`config.mk`:
```
export PLATFORM = sky130hd
export DESIGN_NAME = dll_bringup_seq
export DESIGN_NICKNAME = d
export VERILOG_FILES = /design/src/rtl/dll_bringup_seq.sv
export SDC_FILE = /design/constraint.sdc
export NUM_CORES = 1
export LEC_CHECK = 0
export BUFFER_PORTS_ARGS = -buffer_cell sky130_fd_sc_hd__buf_2
export CORE_UTILIZATION = 35
export DETAILED_ROUTE_END_ITERATION = 7
export SETUP_SLACK_MARGIN = 0.02
export SYNTH_ARGS = -nofsm -noshare
export SYNTH_HDL_FRONTEND = slang
export SYNTH_SLANG_ARGS = --single-unit
```
`constraint.sdc`:
```
create_clock -name clk -period 5.15 [get_ports clk]
set_input_delay 1.03 -clock clk [delete_from_list [all_inputs] [get_ports clk]]
set_output_delay 1.03 -clock clk [all_outputs]
set_load 0.005 [all_outputs]
```
`src/rtl/dll_bringup_seq.sv`:
```
module dll_bringup_seq #(
  parameter int REF_PERIOD_PS = 5000,
  parameter int STOP_NS       = 30,
  parameter int LOCK_CYCLES   = 1024,
  parameter int ZQ_CYCLES     = 1024,
  parameter int MAX_PERIOD_PS = 8400,
  parameter int PERIOD_W      = 16
) (
  input  logic                clk,
  input  logic                rst_n,
  input  logic                pwr_good,
  input  logic                clk_stable,
  input  logic                freq_req,
  input  logic [PERIOD_W-1:0] req_period_ps,
  input  logic                sleep_req,
  input  logic                rd_cmd,
  output logic                dll_run,
  output logic                clk_gate_en,
  output logic                ready,
  output logic                period_err
);
  localparam int STOP_CYC = (STOP_NS * 1000 + REF_PERIOD_PS - 1) / REF_PERIOD_PS;
  localparam int LCW = $clog2(LOCK_CYCLES + 1);
  localparam int ZCW = $clog2(ZQ_CYCLES + 1);
  localparam int SCW = $clog2(STOP_CYC + 1);

  typedef enum logic [2:0] {
    WAIT_POWER, WAIT_CLK, ENABLE, LOCK_COUNT, READY, CLK_STOP
  } state_t;

  state_t st, nxt;
  logic [LCW-1:0] lock_cnt;
  logic [ZCW-1:0] zq_cnt;
  logic [SCW-1:0] stop_cnt;

  wire freq_ok   = req_period_ps <= PERIOD_W'(MAX_PERIOD_PS);
  wire freq_go   = freq_req && freq_ok;
  wire lock_done = lock_cnt >= LCW'(LOCK_CYCLES - 1);
  wire zq_done   = zq_cnt == ZCW'(ZQ_CYCLES);
  wire stop_done = stop_cnt >= SCW'(STOP_CYC - 1);
  wire halt      = !clk_stable || freq_go || sleep_req;

  assign clk_gate_en = (st == WAIT_CLK) || (st == ENABLE) || (st == LOCK_COUNT) || (st == READY);
  assign dll_run     = (st == ENABLE) || (st == LOCK_COUNT) || (st == READY) || (st == CLK_STOP);
  assign ready       = (st == READY) && pwr_good && !halt;

  always_comb begin
    nxt = st;
    if (!pwr_good) nxt = WAIT_POWER;
    else begin
      case (st)
        WAIT_POWER: nxt = WAIT_CLK;
        WAIT_CLK:   if (clk_stable) nxt = ENABLE;
        ENABLE:     nxt = halt ? CLK_STOP : LOCK_COUNT;
        LOCK_COUNT: if (halt) nxt = CLK_STOP;
                    else if (lock_done && zq_done) nxt = READY;
        READY:      if (halt) nxt = CLK_STOP;
        CLK_STOP:   if (stop_done && !halt) nxt = LOCK_COUNT;
        default:    nxt = WAIT_POWER;
      endcase
    end
  end

  always_ff @(posedge clk) begin
    if (!rst_n) begin
      st         <= WAIT_POWER;
      lock_cnt   <= '0;
      zq_cnt     <= '0;
      stop_cnt   <= '0;
      period_err <= 1'b0;
    end else begin
      st <= nxt;

      if (st != LOCK_COUNT)  lock_cnt <= '0;
      else if (!lock_done)   lock_cnt <= lock_cnt + 1'b1;

      if (st == WAIT_POWER)  zq_cnt <= '0;
      else if (zq_done)      zq_cnt <= zq_cnt;
      else if (rd_cmd)       zq_cnt <= '0;
      else if (clk_gate_en)  zq_cnt <= zq_cnt + 1'b1;

      if (st != CLK_STOP || freq_go) stop_cnt <= '0;
      else if (!stop_done)           stop_cnt <= stop_cnt + 1'b1;

      if (freq_req) period_err <= !freq_ok;
    end
  end
endmodule


```
---- Word-level counts from Yosys, hierarchy flattened ----
Cells that the tools add are included.
storage, ports and cells
  register bits after elaboration ......... 29
  output and inout bits ................... 4
  bits of input ports ..................... 23
  logic and storage cells ................. 59
operators by class
  mux-type cells .......................... 9
  bitwise logic cells ..................... 2
  equal/unequal tests ..................... 12
  order comparisons ....................... 3
  reductions and logical operators ........ 25
  $add $sub $neg .......................... 3
operators with widths
  cell                   count
  $add 11x1->11 const B  2
  $mux 11                2
  $mux 3                 6
  $pmux 3 s6             1
  $le 16x14->1 const B   1
  $eq 11x11->1 const B   1
  $ge 11x10->1 const B   1
  $logic_or 1x1->1       9
  $eq 3x2->1 const B     2
  $eq 3x3->1 const B     2
  $ne 3x2->1 const B     2
  $reduce_or 2->1        3
  $logic_and 1x1->1      5
  $ne 2x2->1 const B     2
  $reduce_and 2->1       2
  $reduce_and 4->1       1
  $add 3x1->3 const B    1
  $eq 3x1->1 const B     1
  $ge 3x3->1 const B     1
  $logic_not 1->1        3
  $logic_not 3->1        1
  $ne 3x3->1 const B     1
  $ne 2x1->1 const B     1
  $not 1->1              2
  $reduce_bool 2->1      1

---- Longest topological paths before layout ----
Gate-level depths: netlist of run 1.
  word-level depth ........................ 8
  gate-level depth with buffers ........... 7
  mapped depth without buffers ............ 7

---- Worst setup path after synthesis of run 1 ----
Ideal clock, no wire load.
  path type ............................... in2out
  start ................................... input port req_period_ps[0]
  end ..................................... output port ready
  stages .................................. 4
  required time ........................... 4.120 ns
  arrival ................................. 2.228 ns
  setup slack ............................. 1.892 ns
  buffers on the path ..................... 0
  path through ............................ or4_1 > a211oi_4 > a211oi_1 > and3_1
between the ends
  longest elaborated chain between the ends .. 6
ends and longest elaborated chain
  what                           RTL line  source
  from (decl)                    14        input logic [PERIOD_W-1:0] req_period_ps,
  $le 16x14->1                   36        wire freq_ok = req_period_ps <= PERIOD_W'(MAX_PERIOD_PS);
  $logic_and 1x1->1              37        wire freq_go = freq_req && freq_ok;
  $logic_or 1x1->1 (2 in a row)  41        wire halt = !clk_stable || freq_go || sleep_req;
  $logic_not 1->1                45        assign ready = (st == READY) && pwr_good && !halt;
  $logic_and 1x1->1              45
  to (decl)                      19        output logic ready,
Every way passes these cells.

---- Worst setup path after layout of run 1 ----
Ends and elaborated chain as after synthesis.

==> run summary, run 1 <==
Status: finished, final reports clean
WL/cell: 11.4 um
Largest delay share family, worst path: simple AND/OR/NAND/NOR gates
Number of synthesized flops with an enable pin: 0
Net count after synthesis: 219
Nets: 247
Gpl congestion: 0.832
Leakage power: 0.680 nW
Horiz. Die Dim: 70.4 um
Final Setup Violations: 0
First-pass GRT wire length: 5630 um
Initial Util: 37.1%
Placed cells: 264
Slew @ Worst Pin: 0.698 ns
Clock tree sinks: 29
DRT iter0 DRCs: 82
Worst Hold Slack: 0.480 ns
Reg-to-reg startpoint: st[2]
Non-filler instance count after layout: 272
PwrDens: 232 nW/um2
I/O pin total: 27
Post-synth top area cell: dfxtp_1
Crit-path max FO: 6
Yosys warns: 0
Max-Cap Viols: 0
Die H: 70.4 um
Post-CTS setup buffers: 0
Asr flop ratio synth: 0%
Std cell rows: 24
Fin. max-slew vios: 0
Resized Gates After CTS: 0
Tot Pwr: 0.000436 W
Ant. Diodes: 0
Crit-path slowest cell: or4_1
Setup TNS: 0 ns
Crit-path most repeated cell: buf_2
Post-CTS Hold Fix Bufs: 0
Primary FF master, synth: dfxtp_1
CTS buffer count: 5
Register area share after synthesis: 35.5%
Synth top area share: 35.5%
Vias in the first global route: 1309
Proportion of layout cells with a drive suffix above 1: 19.1%
Crit path from: req_period_ps[0]
Initial antenna violation count: 0
TritonCTS clock tree: done
Rel. slew slack: 53.5%
Worst ir drop on vdd: 122 uV
Vias post-DR: 1420
Tmin final: 3.54 ns
Htree depth: 2
Skew final: 0.00327 ns
Worst min path class: flip-flop to flip-flop
Crit-path cells: buf_2 -> or4_1 -> a211oi_4 -> a211oi_1 -> and3_1 -> buf_2
Core area: 4410 um2
Wirelength, routed: 3100 um
R2R cell count: 5
Worst path depth: 6
Hold Startpoint: lock_cnt[9]
Seq cells post-synth: 29
Total gr overflow: 0
WHS Endpoint: lock_cnt[9]
Crit path buf inv count: 2
Worst R2R End: zq_cnt[4]
Part of the power in registers: 52.5%
Syn Inst Count: 191
Switching Share: 22.4%
Top cells by instance count after synthesis: dfxtp_1 (29), nor2_1 (28), nand2_1 (11), inv_1 (10)
Clk_lat worst skew: 0.28 ns
DRT Pass-1 Iters: 4
Hold path depth: 2
Clock share of power: 40.0%
R2r setup slk: 3.15 ns
Max incr delay on CP: 0.56 ns
Critical path arrival: 2.51 ns
Critical path class: input port to output pin
Crit path required time: 4.12 ns
Area Growth Syn to Fin: 14.5%
Root Driver: clkbuf_8
Clock buffer depth: 2
Layout Utilization: 42.5%
I/O Buffers: 26
Net switching power: 0.0000976 W
F_max: 283 MHz
Distinct cells, synth: 50
Final period utilization: 68.7%
Setup crit end kind: output pin
CTS clock-pin slew for the worst setup and hold paths: 0.06 ns
RSZ-0062 raised after global routing: false
Synth top area cells: dfxtp_1 (35%), nor2_1 (6.4%), xnor2_1 (4.3%)
Startpoint types: input port
Comb pwr share: 7.5%
Die ar.: 4950 um2
Count leader, synth: dfxtp_1
Fin. Hold Viols: 0
Vias/cell: 5.22
Total global routing track utilization: 14.1%
Largest net degree at the start of global routing: 14
Syn avg cell area: 8.57 um2
Internal power: 0.000338 W
HPWL Detailed: 2300 um
Fillers: 445
Drc violations: 0
Antenna-violating nets left: 0
Synthesized area: 1640 um2
-- layout by cell type (no fill, tap or decap), types with 4 or more instances in the layout --
cell,n
nor2_1,28
xor2_1,8
xnor2_1,8
nand2_1,11
o21ai_0,7
nor4_1,4
dfxtp_1,29
inv_1,10
buf_2,26
a21oi_1,9
clkbuf_8,5
ha_1,5
nand3_1,9
-- metal layers --
layer	vias up	track usage (%)	routed length [um]	share of wire, %
met5	-	0	0	0
li1	749	-	-	-
met2	42	21.5	1330	43
met1	622	18.2	1560	50
met4	0	6.67	77	2.5
met3	7	3.90	134	4.3
-- registers in the layout, summed over array words and instances, names as in the netlist --
name	flops
lock_cnt	11
stop_cnt	3
zq_cnt	11
period_err	1
st	3
-- worst min-delay path: cells and delay by family (launching register included) --
| kind | cells | cell delay (ns) |
|---|---|---|
| AND/OR/NAND/NOR | 2 | 0.12 |
| flip-flops | 1 | 0.33 |
-- power by group through the flow --
stage          Sequential (W)  Combinational [W]  Clock, W
2_1_floorplan        0.000232          0.0000213         0
3_3_place_gp         0.000234          0.0000325         0
5_1_grt              0.000229          0.0000364  0.000193
3_5_place_dp         0.000234          0.0000325         0
4_1_cts              0.000229          0.0000326  0.000182
6_report             0.000229          0.0000325  0.000174
-- through the flow --
stage          worst slack, ns  area, um2
2_1_floorplan             1.89       1640
3_3_place_gp              1.64       1790
3_5_place_dp              1.62       1790
4_1_cts                   1.61       1870
5_1_grt                   1.50       1870
6_report                  1.61       1870
-- logic make-up (layout without fill, tap and decap cells) --
| kind of cell | count (synthesis) | in the layout | synth area share, % |
|---|---|---|---|
| AND/OR/NAND/NOR | 86 | 86 | 29.1 |
| AO/OA/AOI/OAI | 38 | 38 | 17.2 |
| flip-flops | 29 | 29 | 35.5 |
| XOR/XNOR | 16 | 16 | 8.56 |
| buffers and inverters | 15 | 44 | 4.59 |
| adder cells (fa/ha/maj) | 5 | 5 | 3.82 |
| multiplexers | 2 | 2 | 1.22 |
-- layout make-up --
type / count / area [um2] / area share (%)
clock buffer: 8 / 80.1 / 4.27
inverter: 10 / 37.5 / 2.00
multi-input combinational: 147 / 981 / 52.3
sequential: 29 / 581 / 31.0
tap: 52 / 65.1 / 3.47
timing repair buffer: 26 / 130 / 6.94
-- worst max path at each step --
stage	to	slack, ns
after floorplan	ready	1.89
after global placement	ready	1.64
after detailed placement	ready	1.62
after CTS	ready	1.61
after global routing	ready	1.50
final	ready	1.61
Power figures use the tool's default switching activity.
==> inputs of run 2 (changes only) <==
==> constraint.sdc (replaced) <==
create_clock -name clk -period 2.8 [get_ports clk]
set_input_delay 0.56 -clock clk [delete_from_list [all_inputs] [get_ports clk]]
set_output_delay 0.56 -clock clk [all_outputs]
set_load 0.005 [all_outputs]
==> run 2 against run 1 <==
  * Clock power up 120%
  * Worst hold slack improved by 0.0044 ns
  * Cell count rose by 0.74%
  * Die area stayed put
  * Combinational power is 88% higher
  * Utilization rose by 0.82 points
  * Total power grew 97%
  * Via count up 1.5%
  * Sequential share of layout area fell by 0.59 points
  * Critical endpoint unchanged
==> run summary, run 2 (synthesis gave the netlist of run 1 again) <==
Status: finished, final reports clean
Initial antenna violation count: 0
Htree depth: 2
RSZ-0062 raised after global routing: false
Net switching power: 0.000189 W
First-pass GRT wire length: 5730 um
DRT Pass-1 Iters: 4
Nets: 249
Initial Util: 37.1%
Commonest non-fill, non-tap cell in the layout: dfxtp_1
F_max: 407 MHz
Drc violations: 0
Comb pwr share: 7.1%
Max-Cap Viols: 0
R2r setup slk: 0.78 ns
Vias in the first global route: 1332
I/O Buffers: 26
Die ar.: 4950 um2
Leakage power: 0.704 nW
Switching Share: 22.1%
WL/cell: 11.2 um
Final Setup Violations: 0
Top flop regs: lock_cnt: 11 flops, zq_cnt: 11 flops
Crit-path max FO: 3
Vias post-DR: 1442
Worst min path class: flip-flop to flip-flop
Post-CTS setup buffers: 0
Non-filler instance count after layout: 274
Antenna-violating nets left: 0
Gpl congestion: 0.806
Worst ir drop on vdd: 201 uV
Wirelength, routed: 3080 um
Clk_lat worst skew: 0.28 ns
Critical path class: input port to output pin
Tmin final: 2.45 ns
Placed cells: 266
Vias/cell: 5.26
Largest net degree at the start of global routing: 14
Fin. Hold Viols: 0
Final period utilization: 87.6%
Horiz. Die Dim: 70.4 um
Clock buffer depth: 2
CTS clock-pin slew for the worst setup and hold paths: 0.06 ns
Setup crit end kind: output pin
Skew final: 0.00451 ns
Area Growth Syn to Fin: 16.7%
Clock share of power: 43.8%
HPWL Detailed: 2290 um
Internal power: 0.000668 W
Proportion of layout cells with a drive suffix above 1: 21.2%
Part of the power in registers: 49.0%
Root Driver: clkbuf_8
PwrDens: 449 nW/um2
DRT iter0 DRCs: 85
Critical path arrival: 1.89 ns
Post-CTS Hold Fix Bufs: 0
Total gr overflow: 0
Resized Gates After CTS: 0
Clock tree sinks: 29
Fillers: 437
Rel. slew slack: 53.3%
Startpoint types: input port
Ant. Diodes: 0
Fin. max-slew vios: 0
TritonCTS clock tree: done
Slew @ Worst Pin: 0.701 ns
Std cell rows: 24
I/O pin total: 27
CTS buffer count: 5
Setup TNS: 0 ns
Most frequent cells in the layout: dfxtp_1 (29), nor2_1 (28), buf_2 (26)
Core area: 4410 um2
Die H: 70.4 um
Total global routing track utilization: 14.3%
Crit path required time: 2.24 ns
-- run 2: final timing paths --
path / startpoint / endpoint / cells after the start
setup / recovery: req_period_ps[0] / ready / 6
setup reg to reg: st[2] / zq_cnt[4] / 5
hold / removal: lock_cnt[9] / lock_cnt[9] / 2
hold reg to reg: lock_cnt[9] / lock_cnt[9] / 2
-- run 2: metal layers --
metal	vias up	wire [um]	global-route usage, %
met5	-	0	0
met3	6	149	3.90
li1	749	-	-
met2	37	1380	23.9
met1	650	1490	17.2
met4	0	57	6.00
-- run 2: per-stage QoR --
stage / cell area, um2 / hold WS, ns / util (%) / worst slack (ns) / power, W
3_3_place_gp: 1810 / 0.457 / 41.0 / 0.360 / 0.000491
5_1_grt: 1910 / 0.566 / 43.3 / 0.239 / 0.000901
6_report: 1910 / 0.484 / 43.3 / 0.346 / 0.000857
4_1_cts: 1910 / 0.482 / 43.3 / 0.336 / 0.000876
2_1_floorplan: 1640 / 0.440 / - / 0.482 / 0.000466
3_5_place_dp: 1810 / 0.470 / 41.0 / 0.342 / 0.000491
-- run 2: power by group through the flow --
stage                     Combinational, W  Clock [W]  Sequential [W]
after global routing             0.0000690   0.000411        0.000421
after floorplan                  0.0000392          0        0.000427
after global placement           0.0000613          0        0.000430
final                            0.0000612   0.000376        0.000420
after detailed placement         0.0000615          0        0.000430
after CTS                        0.0000618   0.000394        0.000420
-- run 2: area by class of cell --
type / instances / area [um2] / area share, %
multi-input combinational: 147 / 981 / 51.3
timing repair buffer: 28 / 145 / 7.60
sequential: 29 / 581 / 30.4
clock inverter: 1 / 5.00 / 0.262
clock buffer: 7 / 96.3 / 5.04
inverter: 10 / 37.5 / 1.96
tap: 52 / 65.1 / 3.41
-- run 2: critical path, cell delays in order --
cell and delay (ns):
buf_2 0.09, or4_1 0.56, a211oi_4 0.23, a211oi_1 0.13, and3_1 0.20, buf_2 0.12
==> inputs of run 3 (changes only) <==
--- a/config.mk
+++ b/config.mk
@@ -8,6 +8,7 @@
 export BUFFER_PORTS_ARGS = -buffer_cell sky130_fd_sc_hd__buf_2
 export CORE_UTILIZATION = 35
 export DETAILED_ROUTE_END_ITERATION = 7
+export PLACE_DENSITY_LB_ADDON = 0.12
 export SETUP_SLACK_MARGIN = 0.02
 export SYNTH_ARGS = -nofsm -noshare
 export SYNTH_HDL_FRONTEND = slang
==> run 3 against run 2 <==
  * Combinational power fell by 1%
  * Register-to-register slack improved by 0.02 ns
  * Clock power fell by 8.2%
  * Sequential cell count did not move
  * Sequential share of layout area rose by 0.36 points
  * Global-route usage rose by 0.12 points
  * Count of clock-buffer cells in the layout did not move
  * Total power fell by 3.7%
  * Via count rose by 1.7%
==> run summary, run 3 (synthesis gave the netlist of run 1 again) <==
Rel. slew slack: 56.1%
Ant. Diodes: 0
F_max: 400 MHz
Die ar.: 4950 um2
Final Setup Violations: 0
Tmin final: 2.50 ns
Post-CTS Hold Fix Bufs: 0
DRT iter0 DRCs: 60
Crit path required time: 2.24 ns
Setup crit end kind: output pin
Worst ir drop on vdd: 127 uV
Vias post-DR: 1467
Die H: 70.4 um
Total gr overflow: 0
Proportion of layout cells with a drive suffix above 1: 20.0%
Clk_lat worst skew: 0.27 ns
Largest net degree at the start of global routing: 14
Horiz. Die Dim: 70.4 um
Leakage power: 0.690 nW
Clock tree sinks: 29
CTS buffer count: 5
Worst Hold Slack: 0.487 ns
Critical path arrival: 1.94 ns
Vias in the first global route: 1332
TritonCTS clock tree: done
Initial antenna violation count: 0
Skew final: 0.00348 ns
Std cell rows: 24
Post-CTS setup buffers: 0
Metal3 WL: 176 um
Setup TNS: 0 ns
Initial Util: 37.1%
Startpoint types: input port
I/O pin total: 27
RSZ-0062 raised after global routing: false
DRT Pass-1 Iters: 4
Most frequent cells in the layout: dfxtp_1 (29), nor2_1 (28), buf_2 (26)
Total global routing track utilization: 14.5%
First-pass GRT wire length: 5710 um
Drc violations: 0
Fin. Hold Viols: 0
Fin. max-slew vios: 0
Final period utilization: 89.4%
Cell Area, Placed: 1800 um2
Resized Gates After CTS: 0
Commonest non-fill, non-tap cell in the layout: dfxtp_1
Post-route cell area: 1890 um2
Crit-path max FO: 3
Max Used Layer: met4
Area Growth Syn to Fin: 15.4%
Worst min path class: flip-flop to flip-flop
Non-filler instance count after layout: 272
Core area: 4410 um2
Nets: 248
Status: finished, final reports clean
PwrDens: 437 nW/um2
Routed length on met1: 1580 um
WL met2: 1540 um
Layout Utilization: 42.8%
Top flop regs: lock_cnt: 11 flops, zq_cnt: 11 flops
Slew @ Worst Pin: 0.658 ns
Gpl congestion: 0.868
I/O Buffers: 26
Htree depth: 2
Wirelength, routed: 3350 um
Clock buffer depth: 2
Vias/cell: 5.39
Max-Cap Viols: 0
WL/cell: 12.3 um
Root Driver: clkbuf_8
HPWL Detailed: 2520 um
Placed cells: 265
CTS clock-pin slew for the worst setup and hold paths: 0.06 ns
Antenna-violating nets left: 0
Critical path class: input port to output pin
## run 3: changes by cell type in the layout (fill, tap and decap cells not counted), sizes merged
cell	previous run	this run
buf	28	27
clkinv	1	0
## run 3: per-stage QoR
step           power [W]  setup WS (ns)
3_5_place_dp    0.000490          0.307
5_1_grt         0.000867          0.238
3_3_place_gp    0.000489          0.332
2_1_floorplan   0.000466          0.482
6_report        0.000826          0.297
4_1_cts         0.000837          0.302
## run 3: critical path, cell delays in order
cell and delay [ns]:
buf_2 0.09, or4_1 0.57, a211oi_4 0.26, a211oi_1 0.14, and3_1 0.20, buf_2 0.12
## run 3: path summary, 6_finish.rpt
path / from / end / slack, ns / cells past startpoint
max: req_period_ps[0] / ready / 0.30 / 6
min: lock_cnt[9] / lock_cnt[9] / 0.49 / 2
max reg2reg: lock_cnt[3] / st[0] / 0.80 / 5
min reg2reg: lock_cnt[9] / lock_cnt[9] / 0.49 / 2
## run 3: cell type report
| cell class | instances | area, um2 |
|---|---|---|
| Clock buffer | 7 | 86.3 |
| Fill cell | 435 | 2530 |
| Inverter | 10 | 37.5 |
| Multi-Input combinational cell | 147 | 981 |
| Sequential cell | 29 | 581 |
| Tap cell | 52 | 65.1 |
| Timing Repair Buffer | 27 | 138 |
## run 3: report_power, final
| part | leakage (nW) | total [W] | switching, W | internal (W) |
|---|---|---|---|---|
| clock | 0.0443 | 0.000345 | 0.000150 | 0.000195 |
| sequential | 0.234 | 0.000421 | 0.00000485 | 0.000416 |
| combinational | 0.411 | 0.0000604 | 0.0000306 | 0.0000298 |
## run 3: layer usage
| layer | track usage [%] | up-vias |
|---|---|---|
| li1 | - | 743 |
| met5 | 0 | - |
| met1 | 17.6 | 672 |
| met3 | 4.33 | 6 |
| met2 | 23.4 | 46 |
| met4 | 6.44 | 0 |
